--- src/rtl/adc_trig_pkg.sv ---
package adc_trig_pkg;
  typedef enum logic [1:0] {
    SRC_SW   = 2'd0,
    SRC_EXT  = 2'd1,
    SRC_TMR  = 2'd2,
    SRC_NONE = 2'd3
  } srcSel_e;

  typedef enum logic [1:0] {
    ST_IDLE  = 2'd0,
    ST_START = 2'd1,
    ST_WAITB = 2'd2,
    ST_CONV  = 2'd3
  } ctrlState_e;

  typedef struct packed {
    logic capture;
    logic tmrRise;
  } ctrlStrobes_t;
endpackage

--- src/rtl/adc_trig_sync.sv ---
module adc_trig_sync #(
  parameter int STAGES = 2,
  parameter bit RESET_VAL = 1'b1
) (
  input  logic clk,
  input  logic rst_n,
  input  logic asyncIn,
  output logic syncOut
);
  logic [STAGES-1:0] chain;

  always_ff @(posedge clk or negedge rst_n) begin
    if (!rst_n) chain <= {STAGES{RESET_VAL}};
    else        chain <= {chain[STAGES-2:0], asyncIn};
  end

  assign syncOut = chain[STAGES-1];
endmodule

--- src/rtl/adc_trig_ctrl.sv ---
module adc_trig_ctrl
  import adc_trig_pkg::*;
#(
  parameter int SYNC_STAGES = 2
) (
  input  logic         clk,
  input  logic         rst_n,
  input  logic [1:0]   srcSel,
  input  logic         swStartWr,
  input  logic         extConvN,
  input  logic         tmr0OutN,
  input  logic         tmr1Out,
  input  logic         convBusy,
  output logic         convStart,
  output ctrlStrobes_t strb
);
  localparam int NUM_LINES = 3;
  localparam logic [NUM_LINES-1:0] LINE_RST = 3'b011;

  logic [NUM_LINES-1:0] rawLines;
  logic [NUM_LINES-1:0] syncLines;
  logic [NUM_LINES-1:0] prevLines;
  logic extFall, tmrFall, t1Rise, trigReq;
  ctrlState_e state, stateNext;

  assign rawLines = {tmr1Out, tmr0OutN, extConvN};

  for (genvar g = 0; g < NUM_LINES; g++) begin : gSync
    adc_trig_sync #(
      .STAGES(SYNC_STAGES),
      .RESET_VAL(LINE_RST[g])
    ) u_sync (
      .clk(clk),
      .rst_n(rst_n),
      .asyncIn(rawLines[g]),
      .syncOut(syncLines[g])
    );
  end

  always_ff @(posedge clk or negedge rst_n) begin
    if (!rst_n) prevLines <= LINE_RST;
    else        prevLines <= syncLines;
  end

  assign extFall = prevLines[0] & ~syncLines[0];
  assign tmrFall = prevLines[1] & ~syncLines[1];
  assign t1Rise  = ~prevLines[2] & syncLines[2];

  always_comb begin
    case (srcSel_e'(srcSel))
      SRC_SW:  trigReq = swStartWr;
      SRC_EXT: trigReq = extFall;
      SRC_TMR: trigReq = tmrFall;
      default: trigReq = 1'b0;
    endcase
  end

  always_comb begin
    stateNext = state;
    case (state)
      ST_IDLE:  if (trigReq) stateNext = ST_START;
      ST_START: stateNext = ST_WAITB;
      ST_WAITB: if (convBusy) stateNext = ST_CONV;
      ST_CONV:  if (!convBusy) stateNext = ST_IDLE;
      default:  stateNext = ST_IDLE;
    endcase
  end

  always_ff @(posedge clk or negedge rst_n) begin
    if (!rst_n) state <= ST_IDLE;
    else        state <= stateNext;
  end

  assign convStart    = (state == ST_START);
  assign strb.capture = (state == ST_CONV) && !convBusy;
  assign strb.tmrRise = t1Rise;

  assert_start_pulse_R3: assert property (@(posedge clk) disable iff (!rst_n)
    convStart |=> !convStart);

  assert_no_start_busy_R5: assert property (@(posedge clk) disable iff (!rst_n)
    convBusy |-> !convStart);

  assert_capture_after_start_R6: assert property (@(posedge clk) disable iff (!rst_n)
    strb.capture |=> !strb.capture);
endmodule

--- src/rtl/adc_trig_dp.sv ---
module adc_trig_dp
  import adc_trig_pkg::*;
#(
  parameter int DATA_W = 12,
  parameter int LOW_W  = 4
) (
  input  logic                clk,
  input  logic                rst_n,
  input  ctrlStrobes_t        strb,
  input  logic [DATA_W-1:0]   convData,
  input  logic                rdHighStb,
  input  logic                tmrClrWr,
  output logic [LOW_W-1:0]    dataLow,
  output logic [DATA_W-LOW_W-1:0] dataHigh,
  output logic [1:0]          statusN,
  output logic                irq
);
  logic [DATA_W-1:0] holdReg;
  logic adcReadyN, tmrReadyN;

  always_ff @(posedge clk or negedge rst_n) begin
    if (!rst_n)            holdReg <= '0;
    else if (strb.capture) holdReg <= convData;
  end

  always_ff @(posedge clk or negedge rst_n) begin
    if (!rst_n)            adcReadyN <= 1'b1;
    else if (strb.capture) adcReadyN <= 1'b0;
    else if (rdHighStb)    adcReadyN <= 1'b1;
  end

  always_ff @(posedge clk or negedge rst_n) begin
    if (!rst_n)            tmrReadyN <= 1'b1;
    else if (strb.tmrRise) tmrReadyN <= 1'b0;
    else if (tmrClrWr)     tmrReadyN <= 1'b1;
  end

  assign dataLow  = holdReg[LOW_W-1:0];
  assign dataHigh = holdReg[DATA_W-1:LOW_W];
  assign statusN  = {tmrReadyN, adcReadyN};
  assign irq      = ~(adcReadyN & tmrReadyN);

  assert_capture_flags_R7: assert property (@(posedge clk) disable iff (!rst_n)
    strb.capture |=> !statusN[0] && irq);

  assert_read_clears_R7: assert property (@(posedge clk) disable iff (!rst_n)
    (rdHighStb && !strb.capture) |=> statusN[0]);

  assert_hold_stable_R6: assert property (@(posedge clk) disable iff (!rst_n)
    !strb.capture |=> $stable({dataHigh, dataLow}));

  assert_tmr_flag_R8: assert property (@(posedge clk) disable iff (!rst_n)
    strb.tmrRise |=> !statusN[1] && irq);

  assert_tmr_clear_R8: assert property (@(posedge clk) disable iff (!rst_n)
    (tmrClrWr && !strb.tmrRise) |=> statusN[1]);
endmodule

--- src/rtl/adc_trig_irq.sv ---
module adc_trig_irq
  import adc_trig_pkg::*;
#(
  parameter int DATA_W      = 12,
  parameter int LOW_W       = 4,
  parameter int SYNC_STAGES = 2
) (
  input  logic                    clk,
  input  logic                    rst_n,
  input  logic [1:0]              srcSel,
  input  logic                    swStartWr,
  input  logic                    extConvN,
  input  logic                    tmr0OutN,
  input  logic                    tmr1Out,
  input  logic                    tmrClrWr,
  input  logic                    rdHighStb,
  output logic                    convStart,
  input  logic                    convBusy,
  input  logic [DATA_W-1:0]       convData,
  output logic [LOW_W-1:0]        dataLow,
  output logic [DATA_W-LOW_W-1:0] dataHigh,
  output logic [1:0]              statusN,
  output logic                    irq
);
  ctrlStrobes_t strb;

  adc_trig_ctrl #(.SYNC_STAGES(SYNC_STAGES)) u_ctrl (
    .clk(clk), .rst_n(rst_n), .srcSel(srcSel), .swStartWr(swStartWr),
    .extConvN(extConvN), .tmr0OutN(tmr0OutN), .tmr1Out(tmr1Out),
    .convBusy(convBusy), .convStart(convStart), .strb(strb)
  );

  adc_trig_dp #(.DATA_W(DATA_W), .LOW_W(LOW_W)) u_dp (
    .clk(clk), .rst_n(rst_n), .strb(strb), .convData(convData),
    .rdHighStb(rdHighStb), .tmrClrWr(tmrClrWr), .dataLow(dataLow),
    .dataHigh(dataHigh), .statusN(statusN), .irq(irq)
  );
endmodule

--- config.mk ---
export PLATFORM = sky130hd
export DESIGN_NAME = adc_trig_irq
export DESIGN_NICKNAME = d
export VERILOG_FILES = /design/src/rtl/adc_trig_pkg.sv /design/src/rtl/adc_trig_sync.sv /design/src/rtl/adc_trig_ctrl.sv /design/src/rtl/adc_trig_dp.sv /design/src/rtl/adc_trig_irq.sv
export SDC_FILE = /design/constraint.sdc
export NUM_CORES = 1
export LEC_CHECK = 0
export BUFFER_PORTS_ARGS = -buffer_cell sky130_fd_sc_hd__buf_2
export CORE_ASPECT_RATIO = 1.4
export CORE_MARGIN = 4
export CORE_UTILIZATION = 49
export DETAILED_ROUTE_END_ITERATION = 8
export PLACE_DENSITY = 0.87
export SETUP_SLACK_MARGIN = 0.3
export SLEW_MARGIN = 10
export SYNTH_ARGS = -nofsm -noshare
export SYNTH_HDL_FRONTEND = slang
export SYNTH_SLANG_ARGS = --single-unit
--- constraint.sdc ---
create_clock -name clk -period 4.35 [get_ports clk]
set_input_delay 0.87 -clock clk [delete_from_list [all_inputs] [get_ports clk]]
set_output_delay 0.87 -clock clk [all_outputs]
set_load 0.01 [all_outputs]
# After elaboration in Yosys (flattened, before gate mapping)
# Index checks and enable logic that the tools add are counted.
# W data, S select, Z words.
[word_totals] out_inout_bits=16 in_bits=23 reg_bits=25
[classes] eq_ne=8 n_reduce_logical=7 bitwise=8 n_mux=9
[ops] op="$pmux W2 S4" n=1
[ops] op="$eq A2 B2 Y1 const B" n=3
[ops] op="$mux W2" n=3
[ops] op="$and A1 B1 Y1" n=4
[ops] op="$eq A2 B1 Y1 const B" n=2
[ops] op="$logic_not A2 Y1" n=2
[ops] op="$mux W1" n=4
[ops] op="$ne A2 B2 Y1 const B" n=2
[ops] op="$not A1 Y1" n=4
[ops] op="$reduce_bool A2 Y1" n=2
[ops] op="$pmux W1 S3" n=1
[ops] op="$reduce_and A3 Y1" n=1
[ops] op="$ne A2 B1 Y1 const B" n=1
[ops] op="$logic_and A1 B1 Y1" n=1
[ops] op="$logic_not A1 Y1" n=1

# Longest topological paths before layout
[logic_depth] word_depth=5 mapped_depth=5

# Hierarchy
# A second synthesis with hierarchy kept.
[unflattened] hier_cells=61 area_unflattened_um2=1028.5
[modules_own_cells] module="adc_trig_dp" cells_each=32 area_each_um2=571.8 n_inst=1
[modules_own_cells] module="adc_trig_ctrl" cells_each=23 area_each_um2=301.5 n_inst=1
[modules_own_cells] module="adc_trig_sync at u_ctrl.gSync[0].u_sync ..." cells_each=2 area_each_um2=52.6 n_inst=2
[modules_own_cells] module="adc_trig_sync at u_ctrl.gSync[2].u_sync" cells_each=2 area_each_um2=50.0 n_inst=1

# Worst setup path after synthesis
# No wires, ideal clock.
[synth_path] path_type="input to register" start="input srcSel[0]" end="register u_ctrl.state[1]" arrival_time_ns=1.791 n_path_buf=0 required_ns=4.222 cell_stages=3 slack_ns=2.431 cell_sequence="or3b_1 a41oi_2 mux2_1"
[synth_via] elab_chain_len=4 elab_cells_between_ends=6 classes_between="eq/ne: 3; mux: 1; reduce/logical: 2"
[synth_rtl] element="from (decl)" line_no="adc_trig_irq.sv:10" rtl="input logic [1:0] srcSel,"
[synth_rtl] element="$eq A2 B2 Y1 (tied with other cells)" line_no="adc_trig_ctrl.sv:50" rtl="case (srcSel_e'(srcSel))"
[synth_rtl] element="$pmux W1 S3 (*)" line_no="adc_trig_ctrl.sv:50"
[synth_rtl] element="$ne A2 B1 Y1 (no source line) (*)"
[synth_rtl] element="$reduce_and A3 Y1 (no source line) (*)"
[synth_rtl] element="to (signal assigned)" line_no="adc_trig_ctrl.sv:71" rtl="else state <= stateNext;"
[synth_rtl] element="to (decl)" line_no="adc_trig_ctrl.sv:24" rtl="ctrlState_e state, stateNext;"
# Every way passes the cells marked *; elsewhere a longest branch is shown, timed or not.
# A chain may end at the register's enable or synchronous reset.

# Worst setup path after layout
[layout_path] start="input convBusy" end="register u_dp.holdReg[8]"
[layout_via] elab_chain_len=2
[layout_rtl] element="from (decl)" line_no="adc_trig_irq.sv:18" rtl="input logic convBusy,"
[layout_rtl] element="$logic_not A1 Y1"
[layout_rtl] element="$logic_and A1 B1 Y1" line_no="adc_trig_ctrl.sv:75" rtl="assign strb.capture = (state == ST_CONV) && !convBusy;"
[layout_rtl] element="to (signal assigned)" line_no="adc_trig_dp.sv:23" rtl="else if (strb.capture) holdReg <= convData;"
[layout_rtl] element="to (decl)" line_no="adc_trig_dp.sv:18" rtl="logic [DATA_W-1:0] holdReg;"
# No other way between the ends.

==> results.py <==
metrics = {
    "status": {
        "outcome": "finished, final reports clean",
    },
    "floorplan": {
        "design.die.area_um2": 2780,
        "floorplan.die.height_um": 60.8,
        "std_cell_rows": 18,
        "ios": 39,
        "x_dimension_of_the_die_um": 45.7,
        "core_footprint_um2": 1820,
        "start_util": 0.534,
    },
    "clocking": {
        "post_cts_buffers": 0,
        "insertion_delay_ps": 310,
        "cts_resized": 0,
        "cts.clk_slew.worst_paths_ps": 130,
        "ctsLongestPathBuffers": 2,
        "htree_num_levels": 1,
        "ctsHoldBuffers": 0,
        "cts_buffers": 3,
        "cts_num_sinks": 25,
        "clock_tree.root_cell": "clkbuf_4",
        "cts_tree": "yes",
    },
    "synthesis": {
        "ys_top_cells_by_area": "dfrtp_1 44%, dfstp_2 22%, mux2_2 13%",
        "postSynthAreaPerCell_um2": 15.7,
        "synthesis.nets": 90,
        "synth.ff_latch_count": 25,
        "synth.lib_cells_used.distinct": 16,
        "synth-seq-area-share": 0.652,
        "area_of_the_mapped_netlist_um2": 975,
        "synth_warnings": 0,
        "synthDominantCellAreaShare": 0.436,
        "most_area_hungry_cell_type_in_the_yosys_netlist": "dfrtp_1",
        "post_synth_inst_count": 62,
    },
    "hold_path": {
        "timing.hold.worst.class": "flip-flop to flip-flop",
    },
    "layout": {
        "layout_common_cells": "38 x buf_2, 17 x dfrtp_1, 11 x mux2_2",
        "finish.net_count": 130,
        "layout_commonest_cell": "buf_2",
        "areaGrowthSynthToFinish_pct": 22.8,
        "drive_above_1_share": 0.614,
        "antenna_cells": 0,
        "final_util": 0.656,
    },
    "grt": {
        "global_route.usage.total": 0.141,
        "grt.met2_usage": 0.218,
        "met3_usage_grt": 0.0297,
        "global_route.overflow_total": 0,
        "grt.met1_usage": 0.190,
        "grt-busiest-layer": "met2",
        "grt_first_pass_wirelength_um": 2870,
        "first_global_vias": 691,
        "number_of_antenna_violations_at_the_first_check_in_global_routing": 0,
        "pin_count_of_the_biggest_net_entering_global_routing": 26,
    },
    "setup_path": {
        "crit_path_max_fanout": 13,
        "slowest_stage": "nor2b_1",
        "critical_path_class": "input pin to flip-flop",
        "reg2reg_setup_slack_ps": 2390,
        "worst-endpoint-arrival_ps": 2230,
        "timing.critical_path.slowest_cell_delay_ps": 830,
        "startpoint_type": "input pin",
        "cp.required_ps": 4560,
        "crit_path_cell_trace": "buf_2 -> nor2b_1 -> mux2_2",
        "crit_path_end_kind": "flip-flop",
    },
    "timing": {
        "fin_worst_skew_ps": 6.04,
        "tightestPinTransition_ps": 1090,
        "finalHoldViolations": 0,
        "fmaxAchievable_mhz": 494,
        "tns_ps": 0,
        "finalCriticalPeriod_ps": 2030,
        "slew_headroom": 0.269,
        "fin_max_slew_vios": 0,
        "finalCritPeriodShare": 0.466,
        "final_setup_violation_count": 0,
        "grt_setup_unrepaired": "false",
    },
    "detailed_routing": {
        "via_count_of_the_routed_design": 607,
        "antenna_violating_nets_post_route": 0,
        "drt_drc_violations_left": 0,
        "detail_route.first_pass.iterations": 2,
        "route.detailed.vias_per_inst": 5.02,
        "detail_route.iter0.violations": 14,
        "detail_route.wirelength_um": 1620,
        "wl_per_cell_um": 13.4,
    },
    "power_and_ir_drop": {
        "vdd.ir_drop.worst_uv": 390,
        "cellLeakagePower_nw": 0.592,
        "power_density_nw_per_um2": 611,
    },
    "place": {
        "place_hpwl_um": 1290,
        "place.port_buffers": 38,
        "gp_congestion": 0.675,
    },
    "run": {
        "max-cap-violations": 0,
    },
}
==> critical path: cells and delay by family <==
kind | cells | cell delay (ps)
simple gates | 1 | 830
mux | 1 | 420
buf+inv | 1 | 110
==> worst paths after layout <==
| path | start | depth (start not counted) | to |
|---|---|---|---|
| max in group asynchronous | rst_n | 1 | u_ctrl.prevLines[0] |
| setup / recovery | convBusy | 3 | u_dp.holdReg[8] |
| setup reg to reg | u_ctrl.state[1] | 3 | u_dp.holdReg[8] |
| hold reg to reg | u_ctrl.gSync[2].u_sync.chain[0] | 0 | u_ctrl.gSync[2].u_sync.chain[1] |
| hold / removal | u_ctrl.gSync[2].u_sync.chain[0] | 0 | u_ctrl.gSync[2].u_sync.chain[1] |
| min in group asynchronous | rst_n | 1 | u_ctrl.gSync[2].u_sync.chain[0] |
==> layer usage <==
| layer | vias up | wire length, um |
|---|---|---|
| met5 | - | 0 |
| met4 | 0 | 17 |
| met3 | 2 | 160 |
| met2 | 29 | 788 |
| met1 | 288 | 653 |
| li1 | 288 | - |
==> cells in the mapped netlist <==
cell type	n
a21oi_1	1
nand4bb_1	2
buf_4	2
nand2_1	1
dfrtp_1	17
or3b_1	1
mux2i_1	1
dfstp_2	8
nor2_1	4
mux2_1	3
a41oi_2	1
nor2b_1	1
buf_2	1
mux2_2	11
inv_1	3
ha_1	5
==> through the flow <==
stage	cells	power (mW)	hold WS (ps)	instance area [um2]	setup slack [ps]
after global routing	121	0.795	372	1200	2240
after CTS	121	0.746	367	1200	2300
after floorplan	62	0.538	331	975	2430
final	121	0.731	366	1200	2320
after detailed placement	117	0.645	336	1170	1940
after global placement	117	0.627	333	1170	2020
==> layout make-up <==
cell class	instances	area, um2
inverter	3	11.3
timing repair buffer	38	190
multi-input combinational	31	308
fill	132	627
tap	20	25.0
clock buffer	3	22.5
sequential	25	636
clock inverter	1	5.00
==> report_power, final <==
| part | internal, mW | switching (mW) | leakage, nW |
|---|---|---|---|
| logic | 0.145 | 0.133 | 0.289 |
| registers | 0.315 | 0.0403 | 0.285 |
| clock network | 0.0344 | 0.0641 | 0.0177 |
| total | 0.494 | 0.238 | 0.592 |
==> registers in the layout (all words and copies together), names as in the netlist <==
| signal | cells |
|---|---|
| u_dp.adcReadyN | 1 |
| u_ctrl.gSync.u_sync.chain | 6 |
| u_dp.holdReg | 12 |
| u_ctrl.prevLines | 3 |
| u_ctrl.state | 2 |
| u_dp.tmrReadyN | 1 |
==> logic make-up (layout without fill, tap and decap cells) <==
kind of cell,after synthesis,after routing,share of synthesized area
buf+inv,6,45,0.0321
mux,15,15,0.172
simple gates,9,9,0.0578
flops,25,25,0.652
compound gates,2,2,0.0218
fa+ha+maj,5,5,0.0642
Note: power is estimated with default switching activity, not from simulation.
